**config.mk**
```make
export PLATFORM = sky130hd
export DESIGN_NAME = serial_rx_slot
export DESIGN_NICKNAME = d
export VERILOG_FILES = /design/src/rtl/serial_rx_slot.sv
export SDC_FILE = /design/constraint.sdc
export NUM_CORES = 1
export LEC_CHECK = 0
export ABC_AREA = 0
export CAP_MARGIN = 40
export CORE_AREA = 2 2 64 97
export CTS_BUF_LIST = sky130_fd_sc_hd__clkbuf_4 sky130_fd_sc_hd__clkbuf_8
export CTS_CLUSTER_DIAMETER = 150
export DETAILED_ROUTE_END_ITERATION = 8
export DIE_AREA = 0 0 66 99
export DONT_BUFFER_PORTS = 1
export GPL_TIMING_DRIVEN = 0
export PLACE_DENSITY = 0.85
export SLEW_MARGIN = 20
export SYNTH_ARGS = -nofsm -noshare
export SYNTH_HDL_FRONTEND = slang
export SYNTH_SLANG_ARGS = --single-unit
export TNS_END_PERCENT = 20
```
**constraint.sdc**
```tcl
create_clock -name clk -period 5.7 [get_ports clk]
set_clock_uncertainty 0.1 [all_clocks]
set_input_delay 0.57 -clock clk [delete_from_list [all_inputs] [get_ports clk]]
set_output_delay 0.57 -clock clk [all_outputs]
set_load 0.01 [all_outputs]
```
**src/rtl/serial_rx_slot.sv**
```systemverilog
module serial_rx_slot (
  input  logic        clk,
  input  logic        rst_n,
  input  logic        bit_en,
  input  logic        slot_start,
  input  logic        sdin,
  input  logic [2:0]  len_sel,
  input  logic        lsb_first,
  input  logic        irq_en,
  input  logic        host_rd,
  output logic [23:0] rx_word,
  output logic        rx_full,
  output logic        rx_ovr,
  output logic        rx_irq
);
  logic [23:0] shreg, shnext, aligned;
  logic [4:0]  cnt, cnt_next, len;
  logic        active, taking, xfer;

  always_comb begin
    case (len_sel)
      3'd0:    len = 5'd8;
      3'd1:    len = 5'd12;
      3'd2:    len = 5'd16;
      3'd3:    len = 5'd20;
      default: len = 5'd24;
    endcase
  end

  assign taking   = bit_en && (slot_start || active);
  assign cnt_next = slot_start ? 5'd1 : cnt + 5'd1;
  assign xfer     = taking && (cnt_next == len);

  assign shnext = slot_start
                ? (lsb_first ? {sdin, 23'd0} : {23'd0, sdin})
                : (lsb_first ? {sdin, shreg[23:1]} : {shreg[22:0], sdin});

  assign aligned = lsb_first ? shnext : (shnext << (5'd24 - len));

  always_ff @(posedge clk or negedge rst_n) begin
    if (!rst_n) begin
      shreg  <= '0;
      cnt    <= '0;
      active <= 1'b0;
    end else if (taking) begin
      shreg  <= shnext;
      cnt    <= cnt_next;
      active <= cnt_next < len;
    end
  end

  always_ff @(posedge clk or negedge rst_n) begin
    if (!rst_n) begin
      rx_word <= '0;
      rx_full <= 1'b0;
      rx_ovr  <= 1'b0;
    end else begin
      if (xfer) rx_word <= aligned;
      if (xfer) rx_full <= 1'b1;
      else if (host_rd) rx_full <= 1'b0;
      if (xfer && rx_full && !host_rd) rx_ovr <= 1'b1;
      else if (host_rd) rx_ovr <= 1'b0;
    end
  end

  assign rx_irq = rx_full & irq_en;
endmodule

```
# == Word level (Yosys, flattened, before mapping) ==
# Cells that the tools add are included.
# word_totals
input_bits,11
register_bits,56
out_inout_bits,27
# classes
n_mux,9
shift,1
n_bitwise,1
n_lt_le_gt_ge,1
n_eq_ne,4
n_reduce_logical,9
addsub,2
# ops
op,count
two-way mux 24 bit,4
left shift 24 x 5 -> 24 bit,1
one-hot mux 5 bit (4 select lines),1
"equality test 3 x 2 -> 1 bit, second input constant",2
"adder 5 x 1 -> 5 bit, second input constant",1
equality test 5 bit,1
< comparator 5 bit,1
two-way mux 5 bit,1
"subtractor 5 bit, first input constant",1
logical AND 1 bit,4
nonzero test 2 bit,2
"equality test 3 x 1 -> 1 bit, second input constant",1
zero test 3 bit,1
two-way mux 1 bit,3
bitwise AND 1 bit,1
zero test 1 bit,1
logical OR 1 bit,1

# == Logic depth before layout (Yosys ltp) ==
# logic_depth
depth_word,7
mapped_depth,12
ltp_nobuf,10

# == Worst setup path after synthesis ==
# OpenSTA, ideal clock, no wires.
# synth_path
path_kind,input to register
startpoint,in slot_start
endpoint,reg rx_full
required_time_ns,5.457
setup_ns,0.143
stages,10
n_path_buf,5
t_arrival_ns,2.586
setup_slack_ns,2.871
cell_sequence,buf_2 > clkbuf_1 > buf_1 > nor2_1 > ha_1 > and4b_1 > nand2b_1 > clkbuf_1 > clkbuf_1 > o21ai_0
# synth_via
elab_chain_cells,4
word_cells_on_any_way,7
# synth_rtl
element,line_no,source
start: declaration,5,"input logic slot_start,"
two-way mux 5 bit *,31,assign cnt_next = slot_start ? 5'd1 : cnt + 5'd1;
via cnt_next[4],17,"logic [4:0] cnt, cnt_next, len;"
equality test 5 bit *,32,assign xfer = taking && (cnt_next == len);
logical AND 1 bit *,32,
two-way mux 1 bit / nonzero test 2 bit (equally long branches),--,
end signal: assignment,55,rx_full <= 1'b0;
end signal: assignment,59,if (xfer) rx_full <= 1'b1;
end signal: assignment,60,else if (host_rd) rx_full <= 1'b0;
end: declaration,12,"output logic rx_full,"
# Mark *: on every way through the listed nets, which the timed path passes. The rest lies on a longest branch.
# A chain may end at the register's enable or synchronous reset.

# == Worst setup path in the final report ==
# Ends and elaborated chain as after synthesis.

==> metrics.txt <==
Relative slew margins=58.0%; DRC violations left=0; status=finished, final reports clean; sw power=270 µW; CP required=5.76 ns; area leader, netlist=dfrtp_1; ys flop type=dfrtp_1; ys async rst share=100%; Critical Path AT=3.37 ns; Logic pwr share=18.3%; ranking of synthesized cells by area=dfrtp_1 (42%), mux2i_1 (9.6%), nand2_1 (6.7%); Die Footprint=6530 µm²; Clock Sink Count=56; Area growth syn-to-layout=6.33%; mapped cell area=3320 µm²; Final Setup Violations=0; register area share after synthesis=42.2%; Final GP Congestion=1.00; RSZ-0062 raised after global routing=no; chip width=66 µm; PnR worst setup slack=2.39 ns; Vias/cell=6.65; DRT antenna net count=0; max frequency=302 MHz; register clock-pin slew on the reported worst setup and hold paths=0.10 ns; 1st-pass router iterations=5; largest net degree at the start of global routing=57; per-cell routed wire length=21.7 µm; first-pass GRT wire length=15,600 µm; vias in the first global route=3,001; num rows=34; chip height=99 µm; Core Region=5700 µm²; initial antenna violation count=0; Worst Setup SP=slot_start; Nets=390; Met1 Wirelength=3770 µm; CTS buffer count=5; worst r2r src=cnt[0]; clk buf depth=2; routed wl met2=4840 µm; Ant. Diodes=0; DR top layer=met4; worst vdd ir=0.000117 V; Int Power=581 µW; routed wire length=9690 µm; CP Capture Type=register; power per cell area=241 nW/µm²; post-synth cell types=50; HP Class=in -> async; WHS=0.00743 ns; Post-Place Worst Slack=2.09 ns; leakage power=0.00155 µW; Reg power frac=55.3%; #FFs+latches synth=56; Post-synth EDFFs=0; IO Count=38; YS warnings=0; worst-skew pair later-pin latency=0.31 ns; Sw Share=31.7%; CTS tree=done; Avg Cell Area, Syn=9.08 µm²; fin crit share=58.1%; Setup TNS=0 ns; Clk pwr share=26.4%; DP HPWL=7440 µm; layout cells sized above 1=8.80%; buffers added on ports=0; area of the multi-input gates=1750 µm²; FF/Latch Area=1400 µm²; GRT Overall Usage=31.6%; grt ovf=0; initial cell density of the core=58.3%; top-area cell type share of the netlist area=42.2%; min Tclk post-route=3.31 ns; H-tree Lvls=2; total number of vias=2,974; endpoints failing hold=0; flop2flop setup slack=2.78 ns; Final Slew Violations=0; clock tree root buffer cell=clkbuf_8; FILL cells=509; Syn Nets=382; crit-path max FO=10; # Max-Cap Violations=0; measured slew at the worst slew-check pin=0.626 ns; 1st-iter DRT viols=254; synthesized instance count=366; crit start category=primary input; Setup CP Type=in -> reg; met3 routed WL=556 µm
==> state kept, by name, summed over array words and instances, names as in the netlist <==
register and flops:
rx_word 24, rx_full 1, active 1, cnt 5
shreg 24, rx_ovr 1
==> logic make-up (layout without fill, tap and decap cells) <==
kind of cell | after synthesis | in the layout | synth area share [%]
muxes | 38 | 38 | 11.7
DFF | 56 | 56 | 42.2
adders and majority gates | 5 | 5 | 1.88
AOI/OAI and AO/OA | 115 | 115 | 23.3
buffers and inverters | 37 | 46 | 5.16
and+or+nand+nor | 112 | 112 | 15.0
xor gates and xnor gates | 3 | 3 | 0.791
==> critical path, stage by stage <==
cell and delay [ns]:
buf_2 0.19, clkbuf_1 0.50, buf_1 0.40, nor2_1 0.12
ha_1 0.32, and4b_1 0.24, nand2b_1 0.08, clkbuf_1 0.40
clkbuf_1 0.37, o21ai_0 0.17
==> final cells by class <==
class | instances | area share, %
inverter | 9 | 0.956
multi-input combinational | 273 | 49.5
clock buffer | 6 | 2.16
tap | 72 | 2.55
timing repair buffer | 1 | 0.779
sequential | 56 | 39.7
clock inverter | 2 | 0.461
buffer | 28 | 3.90
==> cell usage after synthesis (3+ instances only) <==
cell type	instances
a211oi_1	4
a21boi_0	3
a21oi_1	21
a22o_1	4
a22oi_1	6
a31oi_1	3
a32oi_1	12
and3_1	4
buf_2	11
clkbuf_1	13
dfrtp_1	56
ha_1	5
inv_1	7
mux2_2	6
mux2i_1	32
nand2_1	59
nand2b_1	5
nand3_1	4
nor2_1	21
nor2b_1	4
nor3_1	6
o21ai_0	26
o31ai_1	18
xor2_1	3
==> worst paths after layout <==
path                               end  depth (start not counted)
hold / removal              rx_word[1]                          1
hold reg to reg                 cnt[4]                          2
max in group asynchronous  rx_word[16]                          1
setup / recovery               rx_full                         10
setup reg to reg               rx_full                         10
min in group clk                rx_ovr                          1
==> power by group through the flow <==
stage / Combinational, µW / Sequential, µW / Clock (µW)
global route: 172 / 475 / 247
floorplan: 109 / 471 / 0
CTS: 153 / 471 / 231
global placement: 139 / 477 / 0
detailed placement: 142 / 479 / 0
finish: 156 / 471 / 224
==> routing by layer <==
layer	up-vias	track usage, %
met5	-	0
met2	167	53.6
met4	0	16.3
met3	42	4.22
li1	1347	-
met1	1418	38.3
==> metrics by stage <==
| step | instance area, µm² | total power [µW] | util, % | instances |
|---|---|---|---|---|
| after global routing | 3530 | 893 | 62.0 | 447 |
| after floorplan | 3320 | 580 | - | 366 |
| after global placement | 3410 | 616 | 59.9 | 438 |
| final | 3530 | 850 | 62.0 | 447 |
| after CTS | 3530 | 855 | 62.0 | 447 |
| after detailed placement | 3410 | 621 | 59.9 | 438 |
==> timing repair <==
item                                   CTS  global route
hold buffers                             1             0
resized for setup                        0             0
setup buffers                            0             0
endpoints found under the hold margin   56             0
==> layout by cell type, fill, tap and decap left out, types with 4 or more instances in the layout <==
cell type,instances
nand3_1,4
nand2_1,59
nor3_1,6
a22oi_1,6
o21ai_0,26
buf_2,11
mux2i_1,32
clkbuf_1,13
dfrtp_1,56
a32oi_1,12
nor2_1,21
and3_1,4
a21oi_1,21
nor2b_1,4
a211oi_1,4
clkbuf_8,5
ha_1,5
nand2b_1,5
o31ai_1,18
a22o_1,4
mux2_2,6
inv_1,7
Power figures use the tool's default switching activity.
